<file path="src/rtl/bcdcnt_pkg.sv">
`timescale 1ns/1ps
package bcdcnt_pkg;
  localparam int DEF_CNT_W   = 7;
  localparam int DEF_MAX_VAL = 99;
  localparam int BCD_DIGIT_W = 4;

  // Operating phase of the counter, derived for observation.
  typedef enum logic [1:0] {
    PH_IDLE  = 2'd0,
    PH_COUNT = 2'd1,
    PH_HOLD  = 2'd2
  } cnt_phase_e;
endpackage

</file>
<file path="src/rtl/bcdcnt_limit.sv">
`timescale 1ns/1ps
module bcdcnt_limit #(
  parameter int CNT_W   = bcdcnt_pkg::DEF_CNT_W,
  parameter int MAX_VAL = bcdcnt_pkg::DEF_MAX_VAL
) (
  input  logic             clk,
  input  logic             rst_n,
  input  logic             capture_en,
  input  logic [CNT_W-1:0] raw_limit,
  output logic [CNT_W-1:0] limit_q
);
  localparam logic [CNT_W-1:0] CEIL = CNT_W'(MAX_VAL);

  function automatic logic [CNT_W-1:0] clamp_limit(input logic [CNT_W-1:0] raw);
    return (raw > CEIL) ? CEIL : raw;
  endfunction

  always_ff @(posedge clk or negedge rst_n) begin
    if (!rst_n)
      limit_q <= '0;
    else if (capture_en)
      limit_q <= clamp_limit(raw_limit);
  end
endmodule

</file>
<file path="src/rtl/bcdcnt_core.sv">
`timescale 1ns/1ps
module bcdcnt_core #(
  parameter int CNT_W = bcdcnt_pkg::DEF_CNT_W
) (
  input  logic             clk,
  input  logic             rst_n,
  input  logic             run,
  input  logic [CNT_W-1:0] limit_q,
  output logic [CNT_W-1:0] count_q,
  output logic             at_limit,
  output logic             advance
);
  function automatic logic [CNT_W-1:0] bump(input logic [CNT_W-1:0] v);
    return v + CNT_W'(1);
  endfunction

  assign at_limit = (count_q >= limit_q);
  assign advance  = run && !at_limit;

  always_ff @(posedge clk or negedge rst_n) begin
    if (!rst_n)
      count_q <= '0;
    else if (!run)
      count_q <= '0;
    else if (advance)
      count_q <= bump(count_q);
  end
endmodule

</file>
<file path="src/rtl/bcdcnt_bin2bcd.sv">
`timescale 1ns/1ps
module bcdcnt_bin2bcd #(
  parameter int CNT_W  = bcdcnt_pkg::DEF_CNT_W,
  parameter int DIGITS = 2
) (
  input  logic [CNT_W-1:0]    bin,
  output logic [DIGITS*4-1:0] bcd
);
  localparam int BW = DIGITS * 4;

  // Shift-and-add-3: correct every digit of 5 or more, then shift one bit in, MSB first.
  function automatic logic [BW-1:0] dabble(input logic [CNT_W-1:0] v);
    logic [BW-1:0] acc;
    acc = '0;
    for (int i = CNT_W - 1; i >= 0; i--) begin
      for (int d = 0; d < DIGITS; d++) begin
        if (acc[d*4 +: 4] >= 4'd5)
          acc[d*4 +: 4] = acc[d*4 +: 4] + 4'd3;
      end
      acc = {acc[BW-2:0], v[i]};
    end
    return acc;
  endfunction

  assign bcd = dabble(bin);
endmodule

</file>
<file path="src/rtl/bcd_limit_counter.sv">
`timescale 1ns/1ps
module bcd_limit_counter #(
  parameter int CNT_W   = bcdcnt_pkg::DEF_CNT_W,
  parameter int MAX_VAL = bcdcnt_pkg::DEF_MAX_VAL
) (
  input  logic             clk,
  input  logic             rst_n,
  input  logic             run,
  input  logic [CNT_W-1:0] limit_in,
  output logic [3:0]       ones_digit,
  output logic [3:0]       tens_digit
);
  import bcdcnt_pkg::*;

  localparam int DIGITS = 2;

  logic             capture_en;
  logic [CNT_W-1:0] limit_q;
  logic [CNT_W-1:0] count_q;
  logic             at_limit;
  logic             advance;
  logic [DIGITS*4-1:0] bcd;
  cnt_phase_e       phase;

  assign capture_en = !run;

  bcdcnt_limit #(.CNT_W(CNT_W), .MAX_VAL(MAX_VAL)) u_limit (
    .clk        (clk),
    .rst_n      (rst_n),
    .capture_en (capture_en),
    .raw_limit  (limit_in),
    .limit_q    (limit_q)
  );

  bcdcnt_core #(.CNT_W(CNT_W)) u_core (
    .clk      (clk),
    .rst_n    (rst_n),
    .run      (run),
    .limit_q  (limit_q),
    .count_q  (count_q),
    .at_limit (at_limit),
    .advance  (advance)
  );

  bcdcnt_bin2bcd #(.CNT_W(CNT_W), .DIGITS(DIGITS)) u_conv (
    .bin (count_q),
    .bcd (bcd)
  );

  always_comb begin
    if (!run)          phase = PH_IDLE;
    else if (at_limit) phase = PH_HOLD;
    else               phase = PH_COUNT;
  end

  assign ones_digit = bcd[3:0];
  assign tens_digit = bcd[7:4];
endmodule

</file>
<file path="config.mk">
export PLATFORM = sky130hd
export DESIGN_NAME = bcd_limit_counter
export DESIGN_NICKNAME = d
export VERILOG_FILES = /design/src/rtl/bcdcnt_pkg.sv /design/src/rtl/bcdcnt_limit.sv /design/src/rtl/bcdcnt_core.sv /design/src/rtl/bcdcnt_bin2bcd.sv /design/src/rtl/bcd_limit_counter.sv
export SDC_FILE = /design/constraint.sdc
export NUM_CORES = 1
export LEC_CHECK = 0
export ABC_AREA = 1
export BUFFER_PORTS_ARGS = -buffer_cell sky130_fd_sc_hd__buf_2
export CORE_UTILIZATION = 58
export CTS_CLUSTER_DIAMETER = 40
export DETAILED_ROUTE_END_ITERATION = 7
export PLACE_DENSITY = 0.8
export SKIP_LAST_GASP = 1
export SLEW_MARGIN = 20
export SYNTH_ARGS = -nofsm -noshare
export SYNTH_HDL_FRONTEND = slang
export SYNTH_SLANG_ARGS = --single-unit
</file>
<file path="constraint.sdc">
create_clock -name clk -period 4.5 [get_ports clk]
set_input_delay 0.45 -clock clk [delete_from_list [all_inputs] [get_ports clk]]
set_output_delay 0.45 -clock clk [all_outputs]
set_load 0.05 [all_outputs]
</file>
# ---- Yosys cells after proc, flatten, opt, wreduce, memory -nomap -nowiden
# Cells that the tools add are included.
dict set report totals {
  register_bits 14
  elab_cells 26
}
dict set report classes {
  eq_ne 1
  n_addsub 6
  muxes 8
  n_reduce_logical 2
  order_cmp 7
}
# op count
set ops {}
lappend ops {{$mux 7} 3}
lappend ops {{$mux 4} 4}
lappend ops {{$add 4x2->4 const B} 3}
lappend ops {{$ge 4x3->1 const B} 3}
lappend ops {{$add 7x1->7 const B} 1}
lappend ops {{$ge 7x7->1} 1}
lappend ops {{$gt 7x7->1 const B} 1}
lappend ops {{$ge 3x3->1 const B} 2}
lappend ops {{$add 3x2->4 const B} 1}
lappend ops {{$add 3x2->3 const B} 1}
lappend ops {{$mux 3} 1}
lappend ops {{$ne 2x1->1 const B} 1}
lappend ops {{$logic_and 1x1->1} 1}
lappend ops {{$logic_not 1->1} 1}

# ---- Logic depth before layout (Yosys ltp)
dict set report depth {
  word_depth 8
  mapped_depth 22
  ltp_nobuf 22
}

# ---- By module
# A second synthesis with hierarchy kept.
dict set report hier_totals {
  hier_cells 218
  area_unflattened_um2 1505.2
}
# module area_per_inst_um2 instances cells_each seq_area_each_um2
set modules_own_cells {}
lappend modules_own_cells {bcdcnt_core 625.6 1 88 175.2}
lappend modules_own_cells {bcdcnt_bin2bcd 578.1 1 93 0.0}
lappend modules_own_cells {bcdcnt_limit 297.8 1 36 175.2}
lappend modules_own_cells {bcd_limit_counter 3.8 1 1 0.0}

# ---- Least setup slack after synthesis
# Ideal clock, no wire load.
dict set report synth_path {
  path_type {reg-to-output}
  start {reg u_core.count_q[5]}
  end {out tens_digit[2]}
  arrival_ps 3864
  path_slack_ps 186
  path_stages_with_launch 20
  required_time_ps 4050
  cell_sequence {dfrtp_1 -> inv_1 -> ha_1 -> nand2_1 -> nand3_1 -> nand2_1 -> ha_1 -> nand2_1 -> nand3_2 -> nand2_4 -> xor2_2 -> ha_1 -> inv_1 -> or2_2 -> nand4_1 -> nand2_2 -> ha_1 -> nor2_1 -> nor2_1 -> o21ai_0}
}
dict set report synth_between {
  elab_chain_cells 8
}
# item line_no
set synth_rtl {}
lappend synth_rtl {{start, declared} bcdcnt_core.sv:9} ;# output logic [CNT_W-1:0] count_q,
lappend synth_rtl {{start signal, assigned} bcdcnt_core.sv:26} ;# count_q <= bump(count_q);
lappend synth_rtl {{$add 3x2->4 or $ge 3x3->1 (tied branches)} {bcdcnt_bin2bcd.sv:18, bcdcnt_bin2bcd.sv:17}}
lappend synth_rtl {{$mux 4 *} bcdcnt_bin2bcd.sv:17} ;# if (acc[d*4 +: 4] >= 4'd5)
lappend synth_rtl {{$add 4x2->4 or $ge 4x3->1 (tied branches)} {bcdcnt_bin2bcd.sv:18, bcdcnt_bin2bcd.sv:17}}
lappend synth_rtl {{$mux 4} bcdcnt_bin2bcd.sv:17}
lappend synth_rtl {{$add 4x2->4 or $ge 4x3->1 (tied branches)} {bcdcnt_bin2bcd.sv:18, bcdcnt_bin2bcd.sv:17}}
lappend synth_rtl {{$mux 4} bcdcnt_bin2bcd.sv:17}
lappend synth_rtl {{$add 3x2->3 or $ge 3x3->1 (tied branches)} {bcdcnt_bin2bcd.sv:18, bcdcnt_bin2bcd.sv:17}}
lappend synth_rtl {{$mux 3 *} bcdcnt_bin2bcd.sv:17}
lappend synth_rtl {{end, declared} bcd_limit_counter.sv:11} ;# output logic [3:0] tens_digit
# Mark *: on every way between the ends. The rest lies on a longest branch, timed or not.

# ---- Worst setup path in the final report
# Same ends and word-level chain as after synthesis.

==> results.md <==
* Comb pwr share at 29.0%
* CTS clk-pin slew, worst paths at 90 ps
* Starting Density at 62.38%
* Synth Area per Inst at 7.287 um^2
* Dpl hpwl at 2084 um
* Drt wl/cell at 11.25 um
* Worst setup path startpoint: u_core.count_q[5]
* Internal power at 195.4 uW
* Post-layout min period at 4137 ps
* Total Power at 302.5 uW
* Yosys cell types at 30
* Post-synth EDFFs at 0
* DP Worst Slack at 534.1 ps
* Multi-input gate area at 915.9 um^2
* Total global-route track usage at 23.62%
* Ports at 18
* CP delay by family, top: simple AND/OR/NAND/NOR gates
* Number of global-route vias before repair at 1125
* Die ar. at 2626 um^2
* Slew Limit Headroom at 59.71%
* Crit path depth at 20
* Clk_skew at 10.85 ps
* Max Buffers Root-to-Sink at 2
* Postcts setup bufs at 0
* Routed WL at 2654 um
* FF-to-FF End: u_core.count_q[3]
* Most used cell, CP: ha_1
* Max Slew Vio Count at 0
* RSZ-0062 raised after global routing: false
* IO Port Bufs at 17
* Fillers at 195
* Row count at 17
* Clock power share at 23.4%
* Prevailing post-synth register cell: dfrtp_1
* Sequential power share at 47.6%
* Ant diodes at 0
* Slowest stage delay, CP at 450 ps
* Die width at 51.24 um
* Number of remaining DRC errors at 0
* TNS Setup at 0 ps
* CP cell instances: inv_2 -> ha_1 -> nand2_1 -> nand3_1 -> nand2_1 -> ha_1 -> nand2_1 -> nand3_2 -> nand2_4 -> xor2_2 -> ha_1 -> inv_1 -> or2_2 -> nand4_1 -> nand2_2 -> ha_1 -> nor2_1 -> nor2_1 -> o21ai_1 -> buf_4
* Clk sink count at 14
* Vias/cell at 5.258
* Vert. Die Dim at 51.24 um
* Initial antenna violation count at 0
* Synth Net Count at 220
* PwrDens at 199.0 nW/um^2
* Final GP Congestion at 0.7996
* Worst hold path type: input pin to async pin
* Area grow syn2layout at 8.096%
* Commonest non-fill, non-tap cell in the layout: nand2_1
* Sequential fraction of the synthesis area at 24.91%
* CTS H-Tree Depth at 1
* Status: complete, no violations
* VDD IR max at 0.2330 mV
* Sequential Area at 350.3 um^2
* Hold slack at 51.96 ps
* Max-cap violations at 0
* Largest net degree at the start of global routing at 17
* Vias at 1241
* CP Capture Point: tens_digit[2]
* Seq cells post-synth at 14
* Crit. End Element: primary output
* Finish-stage setup viols at 0
* Slowest stage cell, crit path: dfrtp_1
* Worst slew pin tran at 596.7 ps
* CP Launch Type: flip-flop
* Routed Antenna Nets at 0
* Pre-Repair DR Iteration Count at 4
* Clock Latency Late Sink at 280 ps
* First DRT Iteration DRCs at 27
* Leak pwr at 0.0008578 uW
* Core area at 2255 um^2
* RR Startpoint: u_core.count_q[0]
* Critical path class: flip-flop to primary output
* Global route overflow at 0
* Final Hold Fails at 0
* FMAX at 0.2417 GHz
* Reg2Reg Depth at 11
* First-pass GRT wire length at 4795 um
* Synth warnings at 0
* R2r setup slk at 2370 ps
* Final nets at 237
* Ys async rst share at 100.0%
* Commonest cells after routing, fill and taps aside: nand2_1, inv_1, ha_1
* Final setup margin at 363.1 ps
* Mapped Cells at 193
* Sw frac at 35.39%
* CP required at 4050 ps
* Root buf cell: clkbuf_4
* Sw Pwr at 107.0 uW
* Proportion of layout cells with a drive suffix above 1 at 23.56%
* CTS tree: yes
* Worst-path fanout max at 5
* CP arrival at 3690 ps
* Tcrit/Tclk final at 91.93%
* Worst path buffer plus inverter count at 3
* Synthesized area at 1406 um^2
* Total CTS buffers at 3
==> registers in the layout (all words and copies together), names as in the netlist <==
signal / count
u_core.count_q: 7
u_limit.limit_q: 7
==> power groups by stage <==
| stage | Clock (uW) | Sequential, uW | Combinational [uW] |
|---|---|---|---|
| final | 70.7 | 144 | 87.7 |
| after CTS | 74.3 | 144 | 88.6 |
| after global placement | 0 | 146 | 84.2 |
| after global routing | 76.1 | 146 | 100 |
| after detailed placement | 0 | 147 | 87.7 |
| after floorplan | 0 | 144 | 68.1 |
==> how the worst min path moves through the flow <==
stage                                     to  cells after the start
final                     u_limit.limit_q[6]                      1
after global routing      u_limit.limit_q[6]                      1
after CTS                  u_core.count_q[6]                      1
after detailed placement  u_limit.limit_q[0]                      1
after global placement    u_limit.limit_q[0]                      1
after floorplan            u_core.count_q[0]                      0
==> kinds of logic (layout without fill, tap and decap cells) <==
| group | count (synthesis) | after routing | share of synthesized area, % |
|---|---|---|---|
| xor+xnor | 7 | 7 | 4.894 |
| compound gates | 24 | 24 | 10.14 |
| buf+inv | 34 | 49 | 9.964 |
| simple gates | 97 | 97 | 34.97 |
| flops | 14 | 14 | 24.91 |
| fa+ha+maj | 17 | 17 | 15.12 |
==> per-stage QoR <==
stage	std cells	utilization, %	area (um^2)
finish	236	67.43	1520
global route	236	67.43	1520
CTS	236	67.31	1518
detailed placement	233	66.32	1495
global placement	233	66.32	1495
floorplan	193	-	1406
==> synth_stat cells (all sizes together), types with 2 or more instances <==
library cell / count / share of area, %
clkbuf: 2 / 0.53
xor2: 6 / 4.3
or2: 2 / 1.1
o21ai: 17 / 6.9
nand3: 22 / 10
inv: 28 / 7.5
buf: 3 / 1.7
a21oi: 4 / 1.4
nor2: 12 / 3.2
nand2: 56 / 18
ha: 17 / 15
dfrtp: 14 / 25
nand4: 3 / 1.3
==> per-layer routing <==
metal  vias up  track usage [%]  wire [um]
li1        654                -          -
met1       557            32.41       1317
met2        28            39.69       1226
met3         2            4.464         97
met4         0            2.703         12
met5         -                0          0
==> layout make-up <==
cell class,count,share of cell area (%)
multi-input combinational,145,60.25
sequential,14,23.05
inverter,29,7.160
timing repair buffer,17,5.761
tap,28,2.305
clock buffer,3,1.481
==> what timing repair did <==
action                     4_1_cts  5_1_grt
gates resized for setup          0        4
setup endpoints to repair        0        1
hold buffers                     0        0
No activity file was read; power rests on OpenSTA's default activity.
